`src/rtl/ssm_pkg.sv`:
```
package ssm_pkg;
  typedef enum logic [1:0] {
    ST_IDLE  = 2'd0,
    ST_START = 2'd1,
    ST_DATA  = 2'd2,
    ST_STOP  = 2'd3
  } ssm_state_e;

  localparam int unsigned SUB_TICKS = 16;
  localparam int unsigned SUB_W     = $clog2(SUB_TICKS);
  localparam int unsigned MID_SUB   = SUB_TICKS / 2;
endpackage

```
`src/rtl/ssm_prescaler.sv`:
```
module ssm_prescaler #(
  parameter int unsigned DIV_W = 8
) (
  input  logic             clk_i,
  input  logic             rst_ni,
  input  logic             run_i,
  input  logic [DIV_W-1:0] div_i,
  output logic             tick_o
);
  logic [DIV_W-1:0] cnt_q;

  assign tick_o = run_i && (cnt_q == div_i);

  always_ff @(posedge clk_i or negedge rst_ni) begin
    if (!rst_ni)      cnt_q <= '0;
    else if (!run_i)  cnt_q <= '0;
    else if (tick_o)  cnt_q <= '0;
    else              cnt_q <= cnt_q + 1'b1;
  end


  cnt_in_range_chk: assert property (@(posedge clk_i) disable iff (!rst_ni)
    run_i |-> cnt_q <= div_i);
endmodule

```
`src/rtl/ssm_clk_shaper.sv`:
```
module ssm_clk_shaper
  import ssm_pkg::*;
(
  input  logic             cpol_i,
  input  logic             cpha_i,
  input  logic             in_data_i,
  input  logic             last_bit_i,
  input  logic             last_en_i,
  input  logic [SUB_W-1:0] sub_i,
  output logic             sclk_o
);
  logic second_half;
  logic active;

  assign second_half = sub_i >= SUB_W'(MID_SUB);

  always_comb begin
    active = 1'b0;
    if (in_data_i && !(last_bit_i && !last_en_i))
      active = cpha_i ? !second_half : second_half;
  end

  assign sclk_o = cpol_i ^ active;
endmodule

```
`src/rtl/ssm_rx_capture.sv`:
```
module ssm_rx_capture #(
  parameter int unsigned DATA_W = 9,
  localparam int unsigned IDX_W = $clog2(DATA_W)
) (
  input  logic              clk_i,
  input  logic              rst_ni,
  input  logic              cap_i,
  input  logic [IDX_W-1:0]  idx_i,
  input  logic              rx_i,
  input  logic              fin_i,
  input  logic              long_i,
  output logic [DATA_W-1:0] rx_data_o,
  output logic              rx_valid_o
);
  localparam logic [DATA_W-1:0] SHORT_MASK = {1'b0, {(DATA_W-1){1'b1}}};

  logic [DATA_W-1:0] sh_q;

  always_ff @(posedge clk_i or negedge rst_ni) begin
    if (!rst_ni) begin
      sh_q       <= '0;
      rx_data_o  <= '0;
      rx_valid_o <= 1'b0;
    end else begin
      if (cap_i) sh_q[idx_i] <= rx_i;
      rx_valid_o <= fin_i;
      if (fin_i) rx_data_o <= long_i ? sh_q : (sh_q & SHORT_MASK);
    end
  end


  rx_valid_pulse_chk: assert property (@(posedge clk_i) disable iff (!rst_ni)
    rx_valid_o |=> !rx_valid_o);
endmodule

```
`src/rtl/sync_serial_master.sv`:
```
module sync_serial_master
  import ssm_pkg::*;
#(
  parameter int unsigned DATA_W = 9,
  parameter int unsigned DIV_W  = 8,
  localparam int unsigned IDX_W = $clog2(DATA_W)
) (
  input  logic              clk_i,
  input  logic              rst_ni,
  input  logic              start_i,
  input  logic [DATA_W-1:0] data_i,
  input  logic              long_i,
  input  logic              cpol_i,
  input  logic              cpha_i,
  input  logic              last_pulse_i,
  input  logic [DIV_W-1:0]  presc_i,
  input  logic              rx_i,
  output logic              tx_o,
  output logic              sclk_o,
  output logic [DATA_W-1:0] rx_data_o,
  output logic              rx_valid_o,
  output logic              busy_o,
  output logic              done_o
);
  ssm_state_e        state_q;
  logic [SUB_W-1:0]  sub_q;
  logic [IDX_W-1:0]  idx_q;
  logic [DATA_W-1:0] data_q;
  logic [DIV_W-1:0]  presc_q;
  logic              long_q, cpol_q, cpha_q, last_q;
  logic              tick, bit_end, last_bit, cap, fin;

  assign busy_o   = (state_q != ST_IDLE);
  assign bit_end  = tick && (sub_q == SUB_W'(SUB_TICKS - 1));
  assign last_bit = (idx_q == IDX_W'(long_q ? DATA_W - 1 : DATA_W - 2));
  assign cap      = (state_q == ST_DATA) && tick && (sub_q == SUB_W'(MID_SUB - 1));
  assign fin      = (state_q == ST_DATA) && bit_end && last_bit;

  ssm_prescaler #(.DIV_W(DIV_W)) presc_i0 (
    .clk_i  (clk_i),
    .rst_ni (rst_ni),
    .run_i  (busy_o),
    .div_i  (presc_q),
    .tick_o (tick)
  );

  always_ff @(posedge clk_i or negedge rst_ni) begin
    if (!rst_ni) begin
      state_q <= ST_IDLE;
      sub_q   <= '0;
      idx_q   <= '0;
      data_q  <= '0;
      presc_q <= '0;
      long_q  <= 1'b0;
      cpol_q  <= 1'b0;
      cpha_q  <= 1'b0;
      last_q  <= 1'b0;
      done_o  <= 1'b0;
    end else begin
      done_o <= (state_q == ST_STOP) && bit_end;
      if (state_q == ST_IDLE) begin
        if (start_i) begin
          state_q <= ST_START;
          sub_q   <= '0;
          idx_q   <= '0;
          data_q  <= data_i;
          presc_q <= presc_i;
          long_q  <= long_i;
          cpol_q  <= cpol_i;
          cpha_q  <= cpha_i;
          last_q  <= last_pulse_i;
        end
      end else if (tick) begin
        sub_q <= sub_q + 1'b1;
        if (bit_end) begin
          unique case (state_q)
            ST_START: state_q <= ST_DATA;
            ST_DATA: begin
              if (last_bit) state_q <= ST_STOP;
              else          idx_q   <= idx_q + 1'b1;
            end
            ST_STOP:  state_q <= ST_IDLE;
            default:  state_q <= ST_IDLE;
          endcase
        end
      end
    end
  end

  always_comb begin
    unique case (state_q)
      ST_START: tx_o = 1'b0;
      ST_DATA:  tx_o = data_q[idx_q];
      default:  tx_o = 1'b1;
    endcase
  end

  ssm_clk_shaper shaper_i0 (
    .cpol_i     (cpol_q),
    .cpha_i     (cpha_q),
    .in_data_i  (state_q == ST_DATA),
    .last_bit_i (last_bit),
    .last_en_i  (last_q),
    .sub_i      (sub_q),
    .sclk_o     (sclk_o)
  );

  ssm_rx_capture #(.DATA_W(DATA_W)) rxcap_i0 (
    .clk_i      (clk_i),
    .rst_ni     (rst_ni),
    .cap_i      (cap),
    .idx_i      (idx_q),
    .rx_i       (rx_i),
    .fin_i      (fin),
    .long_i     (long_q),
    .rx_data_o  (rx_data_o),
    .rx_valid_o (rx_valid_o)
  );


  start_bit_low_chk: assert property (@(posedge clk_i) disable iff (!rst_ni)
    $rose(busy_o) |-> !tx_o);


  idle_sclk_still_chk: assert property (@(posedge clk_i) disable iff (!rst_ni)
    (!busy_o && $past(!busy_o)) |-> $stable(sclk_o));


  done_at_end_chk: assert property (@(posedge clk_i) disable iff (!rst_ni)
    done_o |-> (!busy_o && $past(busy_o)));


  busy_start_ignored_chk: assert property (@(posedge clk_i) disable iff (!rst_ni)
    (busy_o && start_i) |=> $stable(data_q));


  valid_in_frame_chk: assert property (@(posedge clk_i) disable iff (!rst_ni)
    rx_valid_o |-> busy_o);
endmodule

```
`config.mk`:
```
export PLATFORM = sky130hd
export DESIGN_NAME = sync_serial_master
export DESIGN_NICKNAME = d
export VERILOG_FILES = /design/src/rtl/ssm_pkg.sv /design/src/rtl/ssm_prescaler.sv /design/src/rtl/ssm_clk_shaper.sv /design/src/rtl/ssm_rx_capture.sv /design/src/rtl/sync_serial_master.sv
export SDC_FILE = /design/constraint.sdc
export NUM_CORES = 1
export LEC_CHECK = 0
export BUFFER_PORTS_ARGS = -buffer_cell sky130_fd_sc_hd__buf_2
export CAP_MARGIN = 10
export CORE_MARGIN = 2
export CORE_UTILIZATION = 40
export CTS_BUF_LIST = sky130_fd_sc_hd__clkbuf_4
export DETAILED_ROUTE_END_ITERATION = 8
export GPL_TIMING_DRIVEN = 0
export PLACE_DENSITY_LB_ADDON = 0.25
export SLEW_MARGIN = 0
export SYNTH_ARGS = -nofsm -noshare
export SYNTH_HDL_FRONTEND = slang
export SYNTH_SLANG_ARGS = --single-unit
```
`constraint.sdc`:
```
create_clock -name clk_i -period 6.4 [get_ports clk_i]
set_clock_uncertainty 0.2 [all_clocks]
set_input_delay 0.32 -clock clk_i [delete_from_list [all_inputs] [get_ports clk_i]]
set_output_delay 0.32 -clock clk_i [all_outputs]
set_load 0.05 [all_outputs]
```
==> summary.txt <==
RePlAce Congestion -> 0.780
Switching pwr -> 0.000143 W
Core box area -> 0.00714 sq mm
Hold Vio Cnt, Final -> 0
Largest delay share family, worst path -> buffers and inverters
# DRC -> 0
Crit path cell chain -> buf_4, nor4b_1, a22oi_1, o211ai_1, xnor2_1, buf_2
Initial antenna violation count -> 0
Total clock sinks -> 59
Final period utilization -> 42.1%
Slew @ Worst Pin -> 0.696 ns
Crit end category -> primary output
Vias per Instance -> 4.90
Share of layout cells above drive strength 1 -> 36.0%
Initial Utilization -> 40.6%
Req. time, crit path -> 5.88 ns
Placed inst area -> 0.00323 sq mm
Die area -> 0.00794 sq mm
Sw Share -> 22.0%
Post-DP HPWL -> 3880 microns
Post-CTS Setup Inserts -> 0
Final worst setup slack -> 3.70 ns
Yosys warns -> 0
Die W -> 89.1 microns
Post-CTS Resized -> 0
GRT overflow -> 0
Synthesized net count -> 267
FFs w/ async S/R, synth -> 100%
Gr usage total -> 15.2%
Hold Buf Count CTS -> 23
Nets -> 340
WL final -> 5430 microns
#FFs+latches synth -> 59
Peak Freq -> 0.371 GHz
Peak VDD IR -> 0.0884 mV
Design Area, Final -> 0.00359 sq mm
DR pass1 iterations -> 4
Pint -> 0.000507 W
Synth cell types -> 42
Worst-path clk slew -> 0.10 ns
Initial DRC count -> 84
CTS H-Tree Depth -> 3
Outcome -> finished clean
Num rows -> 31
Multi-input gate area -> 0.00131 sq mm
Longest Clk Path Bufs -> 2
Final ANT Viol Nets -> 0
Arrival time at the worst endpoint -> 2.18 ns
CTS Buf Count -> 9
Avg WL per Cell -> 13.3 microns
RSZ-0062 raised after global routing -> false
Max-slew violations -> 0
Port Buffers -> 38
Tmin final -> 2.70 ns
Worst path bufs/invs -> 2
Clock power frac -> 37.4%
Post-Syn Area per Cell -> 12.6 sq um
First-pass GRT wire length -> 9010 microns
Crit Path Category -> flip-flop to primary output
Layout area overhead -> 23.8%
Power density cells -> 181 mW/mm^2
CP max-delay cell -> dfrtp_1
Sequential Power Share -> 58.0%
Via Count -> 1996
Ports -> 39
Total Neg Setup Slack -> 0 ns
Largest net degree at the start of global routing -> 31
Number of flops mapped to enable cells by yosys -> 0
Hold crit path type -> primary input to flip-flop
Ant diodes -> 0
Mapped Area -> 0.00290 sq mm
Max transition margin -> 53.6%
CP Launch Type -> flip-flop
Logic pwr share -> 4.6%
Die Span Y -> 89.1 microns
Worst slack, placed -> 3.85 ns
Post-Syn Instances -> 230
P_leak -> 1.77 nW
Seq. cell area -> 0.00148 sq mm
Vias in the first global route -> 1974
Max cap viols -> 0
Clk root buf -> clkbuf_4
Seq/Total Area, Yosys -> 51.0%
CP Max Fanout -> 8
Clk_lat worst skew -> 0.39 ns
Crit-path max cell delay -> 0.41 ns
Final setup fails -> 0
Synth Flop Type -> dfrtp_1
Final-layout fill cell count -> 678
CTS tree -> done
-- power by group through the flow --
stage | logic (W) | registers [W] | clock network (W)
floorplan | 0.00000270 | 0.000384 | 0
global placement | 0.0000183 | 0.000384 | 0
detailed placement | 0.0000199 | 0.000384 | 0
CTS | 0.0000305 | 0.000377 | 0.000257
global route | 0.0000333 | 0.000377 | 0.000275
finish | 0.0000297 | 0.000377 | 0.000243
-- cell families after synthesis --
logic type,synth area share (%)
AND/OR/NAND/NOR,12.6
buffers and inverters,3.67
adder cells (fa/ha/maj),5.18
flip-flops,51.0
XOR/XNOR,5.44
multiplexers,17.8
AO/OA/AOI/OAI,4.36
-- Yosys cell counts, drive strengths merged (2+ instances only) --
master  number  area (sq um)
dfrtp       59          1480
mux2        41           462
xor2        16           140
ha          12           150
inv         10          37.5
nand4       10          62.6
nor2        10          37.5
nand2        9          36.3
nand3        9          45.0
buf          7          61.3
and3         6          40.0
a21oi        4          20.0
and2         3          21.3
mux2i        3          30.0
nor4         3          48.8
o22ai        3          18.8
a221oi       2          17.5
a22o         2          18.8
clkbuf       2          7.51
nor3         2          10.0
o31ai        2          15.0
xnor2        2          17.5
-- cells in the final DEF (no fill, tap or decap), types with 3 or more instances in the layout --
| cell | count |
|---|---|
| clkinv_1 | 3 |
| clkbuf_4 | 9 |
| buf_4 | 3 |
| xor2_1 | 16 |
| buf_6 | 3 |
| mux2i_1 | 3 |
| a21oi_1 | 4 |
| mux2_2 | 41 |
| inv_1 | 10 |
| nand3_1 | 9 |
| ha_1 | 12 |
| buf_2 | 39 |
| and3_1 | 4 |
| o22ai_1 | 3 |
| dfrtp_1 | 59 |
| nand2_1 | 8 |
| nand4_1 | 10 |
| dlygate4sd3_1 | 23 |
| nor2_1 | 10 |
-- metal layers --
metal | global-route usage [%] | wire (microns)
met1 | 18.1 | 2360
met2 | 25.8 | 2860
met3 | 6.09 | 156
met4 | 3.66 | 47
met5 | 0 | 0
-- state kept, by name (all words and copies together) (netlist names), 2 cells and up --
| register | flops |
|---|---|
| rxcap_i0.rx_data_o | 9 |
| presc_i0.cnt_q | 8 |
| idx_q | 4 |
| presc_q | 8 |
| data_q | 9 |
| rxcap_i0.sh_q | 9 |
| sub_q | 4 |
| state_q | 2 |
-- final cells by class --
cell class,count,area share [%]
buffer,9,1.92
inverter,10,1.05
timing repair buffer,62,12.3
tap,99,3.45
multi-input combinational,152,36.6
clock inverter,7,1.64
clock buffer,9,1.88
sequential,59,41.2
-- stage by stage --
step                power [W]  utilization [%]  std cells  hold WS [ns]
finish               0.000650             50.3        407        0.0846
global route         0.000685             50.3        407        0.0657
CTS                  0.000664             50.3        407        0.0551
detailed placement   0.000404             45.3        368         0.210
global placement     0.000402             45.0        367         0.282
floorplan            0.000386                -        230        -0.176
-- worst paths after layout --
check	endpoint	start	slack, ns	cells after the start
min in group asynchronous	data_q[1]$_DFFE_PN0P_	rst_ni	0.31	2
worst min-delay path	rxcap_i0.sh_q[6]$_DFFE_PN0P_	rx_i	0.08	2
worst max register to register	rxcap_i0.sh_q[3]$_DFFE_PN0P_	state_q[0]$_DFFE_PN0P_	3.81	8
worst min register to register	rxcap_i0.rx_data_o[2]$_DFFE_PN0P_	rxcap_i0.rx_data_o[2]$_DFFE_PN0P_	0.31	1
worst max-delay path	sclk_o	idx_q[0]$_DFFE_PN0P_	3.70	6
max in group asynchronous	sub_q[2]$_DFFE_PN0P_	rst_ni	5.10	3
Note: power is estimated with default switching activity, not from simulation.
